--- config.mk ---
export PLATFORM = sky130hd
export DESIGN_NAME = walk16_gen
export DESIGN_NICKNAME = d
export VERILOG_FILES = /design/src/rtl/walk16_pkg.sv /design/src/rtl/walk16_next.sv /design/src/rtl/walk16_reg.sv /design/src/rtl/walk16_mark.sv /design/src/rtl/walk16_gen.sv
export SDC_FILE = /design/constraint.sdc
export NUM_CORES = 1
export LEC_CHECK = 0
export BUFFER_PORTS_ARGS = -buffer_cell sky130_fd_sc_hd__buf_2
export CORE_AREA = 2 2 39 41
export CTS_CLUSTER_DIAMETER = 100
export DETAILED_ROUTE_END_ITERATION = 10
export DIE_AREA = 0 0 41 43
export GPL_TIMING_DRIVEN = 0
export SYNTH_ARGS = -nofsm -noshare
export SYNTH_HDL_FRONTEND = slang
export SYNTH_HIERARCHICAL = 1
export SYNTH_SLANG_ARGS = --single-unit
--- constraint.sdc ---
create_clock -name clk -period 2.2 [get_ports clk]
set_input_delay 0.33 -clock clk [delete_from_list [all_inputs] [get_ports clk]]
set_output_delay 0.33 -clock clk [all_outputs]
set_load 0.02 [all_outputs]
--- src/rtl/walk16_pkg.sv ---
package walk16_pkg;
  localparam int unsigned STATE_W = 4;
  localparam logic [STATE_W-1:0] SEED = 4'b1000;
  localparam logic [STATE_W-1:0] TAP_MASK = 4'b1001;

  function automatic logic tap_xor(input logic [STATE_W-1:0] s);
    return ^(s & TAP_MASK);
  endfunction

  function automatic logic low_clear(input logic [STATE_W-1:0] s);
    return (s[STATE_W-2:0] == '0);
  endfunction

  function automatic logic [STATE_W-1:0] shift_in(input logic [STATE_W-1:0] s,
                                                  input logic b);
    return {s[STATE_W-2:0], b};
  endfunction
endpackage

--- src/rtl/walk16_next.sv ---
module walk16_next
  import walk16_pkg::*;
(
  input  logic [STATE_W-1:0] cur,
  input  logic               mode_full,
  output logic [STATE_W-1:0] nxt,
  output logic               splice,
  output logic               recover
);
  logic lin_fb;
  logic fb;

  always_comb begin
    lin_fb  = tap_xor(cur);
    splice  = mode_full && low_clear(cur);
    recover = !mode_full && (cur == '0);
    fb      = lin_fb ^ splice;
    if (recover) nxt = SEED;
    else         nxt = shift_in(cur, fb);
  end
endmodule

--- src/rtl/walk16_reg.sv ---
module walk16_reg
  import walk16_pkg::*;
(
  input  logic               clk,
  input  logic               rst,
  input  logic               en,
  input  logic [STATE_W-1:0] nxt,
  output logic [STATE_W-1:0] q
);
  always_ff @(posedge clk) begin
    if (rst)     q <= SEED;
    else if (en) q <= nxt;
  end
endmodule

--- src/rtl/walk16_mark.sv ---
module walk16_mark
  import walk16_pkg::*;
(
  input  logic               rst,
  input  logic               en,
  input  logic [STATE_W-1:0] q,
  output logic               start
);
  assign start = !rst && en && (q == SEED);
endmodule

--- src/rtl/walk16_gen.sv ---
module walk16_gen
  import walk16_pkg::*;
(
  input  logic                   clk,
  input  logic                   rst,
  input  logic                   en,
  input  logic                   mode_full,
  output logic [STATE_W-1:0]     state,
  output logic                   start
);
  logic [STATE_W-1:0] nxt_w;
  logic               splice_w;
  logic               recover_w;
  logic               step_w;

  assign step_w = en && !rst;

  walk16_next u_next (
    .cur       (state),
    .mode_full (mode_full),
    .nxt       (nxt_w),
    .splice    (splice_w),
    .recover   (recover_w)
  );

  walk16_reg u_reg (
    .clk (clk),
    .rst (rst),
    .en  (en),
    .nxt (nxt_w),
    .q   (state)
  );

  walk16_mark u_mark (
    .rst   (rst),
    .en    (en),
    .q     (state),
    .start (start)
  );
endmodule

# Word level (Yosys, flattened, before mapping)
# Index checks and enable logic that the tools add are counted.
totals:
  output_inout_bits: 5
  elab_cells: 13
  regBits: 4
  in_bits: 4
classes:
  mux: 1
  n_reduce_logical: 9
  n_eq_ne: 1
  bitwise_logic: 1
ops:
  columns: ["cell", "n"]
  rows:
  - ["4-bit equality test (second input constant)", 1]
  - ["1-bit logical AND", 4]
  - ["4-bit zero test", 1]
  - ["4-bit 2-to-1 mux", 1]
  - ["4-bit XOR reduction", 1]
  - ["3-bit zero test", 1]
  - ["1-bit zero test", 2]
  - ["1-bit XOR", 1]

# Longest topological paths before layout
# Gate-level depths: netlist of run 1.
logic_depth:
  word_depth: 4
  mapped_depth: 4
  mapped_depth_nobuf: 4

# By module
# The synthesis of run 1 kept the hierarchy.
by_module_without_submodules:
  columns: ["module", "cells_each", "area_each_um2", "seq_area_each_um2", "instances"]
  rows:
  - ["walk16_reg", 13, 143.9, 80.1, 1]
  - ["walk16_next", 13, 83.8, 0.0, 1]
  - ["walk16_mark", 2, 21.3, 0.0, 1]

# Worst setup path before layout of run 1
# OpenSTA, ideal clock, no wires.
synth_timing:
  path_type: "register to output"
  start: "register u_reg.q[3]"
  end: "output start"
  n_path_buf: 0
  t_required_ns: 1.870
  arrival_time_ns: 0.945
  setup_slack_ns: 0.925
  path_stages_with_launch: 3
  path_cell_list: "dfxtp_1 > nand4bb_1 > nor3_2"
synth_via:
  elab_chain_len: 2
synth_lines:
  columns: ["element", "line_no", "text"]
  rows:
  - ["from (decl)", "walk16_reg.sv:8", "output logic [STATE_W-1:0] q"]
  - ["from (signal assigned)", "walk16_reg.sv:12", "else if (en) q <= nxt;"]
  - ["4-bit equality test", "walk16_mark.sv:9", "assign start = !rst && en && (q == SEED);"]
  - ["1-bit logical AND", "walk16_mark.sv:9", null]
  - ["to (decl)", "walk16_gen.sv:9", "output logic start"]
# Every way passes these cells.

# Worst setup path after layout of run 1
layout_timing:
  start: "register u_reg.q[2]"
  end: "output start"
# Same word-level chain as after synthesis.

==> impl_metrics.ini, run 1 <==
[clock_tree]
clkTransAtPathRegs_ps = 40
htreeDepth = 1
cts_sinks = 4
clk_path_buf_depth = 2
cts_setup_buffers = 0
cts_root_buf = clkbuf_4
post_cts_resized = 0
clk_latency_ps = 230
cts-buffers-inserted = 3
cts-hold-fix-buffers = 0
cts_tree = built

[yosys]
syn-cell-area_um2 = 230
yosys_warnings = 6
syn-instance-count = 24
synthesis.nets = 28
synth.avg_cell_area_um2 = 9.59

[setup_path]
regToRegSetupSlack_ps = 1020
max_stage_delay_ps = 340
timing.rr.end = u_reg/q[0]
reg2reg_from = u_reg/q[1]
end_kind = output pin
cp_slowest_cell = dfxtp_1
reg2regPathDepth = 4
start_kind = flop
required_ps = 1870
crit_chain = nand4bb_1, nor3_2, buf_2
cp_max_fo = 6
crit_arrival_ps = 1070
worstSetupPathType = flop to output pin

[sta]
finalCritPeriodShare_pct = 63.4
rsz0062_at_grt = no
fin_ws_ps = 804
final_hold_viol_count = 0
worst_clock_skew_ps = 4.68
tightest_slew_ps = 293
fin_tns_setup_ps = 0
min_period_ps = 1400
slew_headroom_pct = 80.2
fmax_mhz = 716
slew_violations = 0
setup_violations = 0

[finish]
largest_reg_flops = 4
nNetsFinal = 41
antenna_cells = 0
top_register = u_reg/q
area_growth_pct = 35.9
fin_area_um2 = 313
drive_gt1_share_pct = 48.6
reg_top3 = u_reg/q: 4 flops

[global_route]
track_usage_pct = 5.92
grt_pass1_vias = 175
antenna_found_initial = 0
overflow = 0
grt_pass1_wl_um = 634
grt_max_degree = 8

[die]
die_area_mm2 = 0.00176
start_util_pct = 16.6
core_region_area_mm2 = 0.00138
num_io_pins = 9
fp.dieW_um = 41
rows = 14
dieHeight_um = 43

[routing]
drt-pass1-iter-count = 2
wl_met3_um = 34
drt-met1-wl_um = 199
drc = 0
vias_per_cell = 4.08
routedWlPerCell_um = 8.67
antenna_left = 0
num_vias = 208
highest_layer = met3
met2_length_um = 208
drt-initial-drc-count = 3
drt_wl_total_um = 442

[power_and_ir_drop]
p_leak_nw = 0.148
powerDensity_mw_per_mm2 = 689
ir_worst_vdd_v = 0.000157

[placement]
place_ws_ps = 932
placed_cell_area_um2 = 290
numPortBuffers = 8
hpwl_um = 340
globalplace.congestion = 0.565

[worst_hold_path]
min_to = u_reg/q[2]
min-delay-start = rst
whs_path_depth = 2
min-delay-path-class = primary input to flop

[run_status]
status = complete, no violations

[flow_run]
max-cap-violations = 0
-- layout by cell type (no fill, tap or decap), types with 2 or more instances in the layout --
master    instances
clkbuf_4          3
mux2i_1           3
buf_2             8
clkbuf_1          2
nor2_1            4
dfxtp_1           4
-- through the flow --
stage	instances	power, mW	hold WS [ps]	utilization, %
floorplan	24	0.115	402	-
detailed placement	48	0.128	571	21.0
CTS	51	0.220	325	22.6
global placement	48	0.127	559	21.0
finish	51	0.215	334	22.6
global route	51	0.227	346	22.6
-- power by group --
| group | internal (mW) | switching, mW |
|---|---|---|
| Sequential | 0.0776 | 0.00743 |
| Clock | 0.0609 | 0.0285 |
| Combinational | 0.0204 | 0.0206 |
| Total | 0.159 | 0.0566 |
-- critical path, delay by kind of cell, from the launching register on --
family	cells	cell delay [ps]
simple gates	2	320
buf+inv	1	180
flops	1	340
-- routing by layer --
layer | up-vias | GRT usage, %
met1 | 94 | 5.47
met2 | 5 | 7.50
met3 | 0 | 3.14
met5 | - | 0
li1 | 109 | -
met4 | 0 | 8.00
-- worst max-delay path by stage --
stage / startpoint / to / slack, ps / cells after the start
floorplan: u_reg/q[3] / start / 940 / 2
global placement: rst / start / 940 / 4
detailed placement: rst / start / 930 / 4
CTS: u_reg/q[3] / start / 780 / 3
global route: u_reg/q[3] / start / 700 / 3
finish: u_reg/q[2] / start / 800 / 3
-- cell type report --
cell class | instances | area (um2)
Multi-Input combinational cell | 16 | 134
Tap cell | 16 | 20.0
Inverter | 1 | 3.75
Fill cell | 150 | 1070
Buffer | 3 | 12.5
Sequential cell | 4 | 80.1
Timing Repair Buffer | 8 | 40.0
Clock buffer | 3 | 22.5
(Power assumes the default switching activity.)
==> run 2, diff against run 1 <==
ABC_AREA = 1   (was unset)
clock period = 1.4 ns   (was 2.2 ns; I/O delays follow)
==> run 2 against run 1 <==
Effect of this change: wire length is 16% higher; design area up 8.8%; power increased by 70%; combinational power is 110% higher; critical path depth increased by 2; clock skew shrank 4.6 ps; first-iteration DRC count up 33%; hold slack got worse by 95 ps; register-to-register slack worse by 600 ps; critical endpoint unchanged; largest cell class unchanged.
==> impl_metrics.ini, run 2 <==
[clock_tree]
clkTransAtPathRegs_ps = 40
htreeDepth = 1
cts_sinks = 4
cts_tree = built
clk_path_buf_depth = 2
post_cts_resized = 0
cts-buffers-inserted = 3
clk_latency_ps = 230
cts-hold-fix-buffers = 0
cts_setup_buffers = 0
cts_root_buf = clkbuf_4

[finish]
area_growth_pct = 32.0
multi_input_area_um2 = 125
largest_reg_flops = 4
final_cell_mix = nand2_1 (13), nor2_1 (9), buf_2 (8), inv_1 (8), dfxtp_1 (4)
layout.cells.most_common = nand2_1
nNetsFinal = 62
fin_area_um2 = 340
antenna_cells = 0
drive_gt1_share_pct = 30.4
postLayoutCoreUtil_pct = 24.6
n_fill_cell = 165
top_register = u_reg/q
stdcell_count = 72
reg_top3 = u_reg/q: 4 flops
seq_area_um2 = 80.1

[die]
fp.dieW_um = 41
rows = 14
dieHeight_um = 43
die_area_mm2 = 0.00176
core_region_area_mm2 = 0.00138
start_util_pct = 18.6
num_io_pins = 9

[setup_path]
max_stage_delay_ps = 370
cp_max_fo = 5
worstSetupPathType = flop to output pin
end_kind = output pin
cp_slowest_cell = dfxtp_1
crit_chain = inv_1, nor2_1, nand2_1, nor2_2, buf_2
start_kind = flop
crit_arrival_ps = 1030
required_ps = 1190

[sta]
holdWs_ps = 238
slew_headroom_pct = 86.7
tightest_slew_ps = 199
setup_violations = 0
rsz0062_at_grt = no
final_hold_viol_count = 0
fin_tns_setup_ps = 0
min_period_ps = 1240
worst_clock_skew_ps = 0.0728
finalCritPeriodShare_pct = 88.3
slew_violations = 0
fmax_mhz = 809

[flow_run]
max-cap-violations = 0

[power_and_ir_drop]
combPwrFrac_pct = 23.2
p_sw_share_pct = 30.4
p_leak_nw = 0.201
powerDensity_mw_per_mm2 = 1070
p_int_uw = 254
p_switching_uw = 111
sequentialPowerShare_pct = 37.0
clockPowerShare_pct = 39.8
ir_worst_vdd_v = 0.000243

[placement]
placedCellCount = 69
numPortBuffers = 8
globalplace.congestion = 0.644
placed_cell_area_um2 = 318
hpwl_um = 392

[routing]
drt-pass1-iter-count = 2
drc = 0
antenna_left = 0
drt-initial-drc-count = 4
num_vias = 265
drt_wl_total_um = 512
vias_per_cell = 3.68
routedWlPerCell_um = 7.11

[global_route]
antenna_found_initial = 0
track_usage_pct = 7.72
grt_max_degree = 9
grt_pass1_wl_um = 828
overflow = 0
grt_pass1_vias = 233

[yosys]
syn-cell-area_um2 = 258
synthesis.nets = 49
synth.avg_cell_area_um2 = 5.73
yosys_warnings = 6
syn-instance-count = 45

[worst_hold_path]
min-delay-path-class = primary input to flop

[run_status]
status = complete, no violations
run 2: cell type report:
type / count / area share [%]
plain buffers: 3 / 5.51
flip-flops and latches: 4 / 23.5
inverters: 9 / 9.93
well taps: 16 / 5.88
clock buffers: 3 / 6.62
multi-input cells: 29 / 36.8
repair buffers: 8 / 11.8
run 2: through the flow:
step / setup WS (ps) / power (mW)
2_1_floorplan: 328 / 0.199
5_1_grt: 51.7 / 0.399
6_report: 164 / 0.365
4_1_cts: 138 / 0.376
3_5_place_dp: 396 / 0.223
3_3_place_gp: 403 / 0.221
run 2: power groups by stage:
stage | Sequential (mW) | Clock (mW) | Combinational, mW
3_5_place_dp | 0.137 | 0 | 0.0857
3_3_place_gp | 0.137 | 0 | 0.0843
5_1_grt | 0.137 | 0.164 | 0.0983
4_1_cts | 0.135 | 0.155 | 0.0859
6_report | 0.135 | 0.145 | 0.0848
2_1_floorplan | 0.146 | 0 | 0.0535
run 2: worst paths after layout:
| check | from | endpoint | slack (ps) | cells after the start |
|---|---|---|---|---|
| setup / recovery | u_reg/q[3] | start | 160 | 5 |
| hold / removal | rst | u_reg/q[3] | 240 | 3 |
| setup reg to reg | u_reg/q[1] | u_reg/q[0] | 420 | 9 |
| hold reg to reg | u_reg/q[3] | u_reg/q[3] | 510 | 2 |
run 2: critical path, delay by kind of cell, from the launching register on:
family	cells	cell delay (ps)
buf+inv	2	210
simple gates	3	200
flops	1	370
run 2: per-layer routing:
| metal | GRT usage, % | wire length (um) | up-vias | part of all wire, % |
|---|---|---|---|---|
| met2 | 11.6 | 232 | 7 | 45 |
| li1 | - | - | 148 | - |
| met3 | 3.14 | 38 | 2 | 7.4 |
| met4 | 10.0 | 6 | 0 | 1.2 |
| met1 | 6.07 | 236 | 108 | 46 |
| met5 | 0 | 0 | - | 0 |
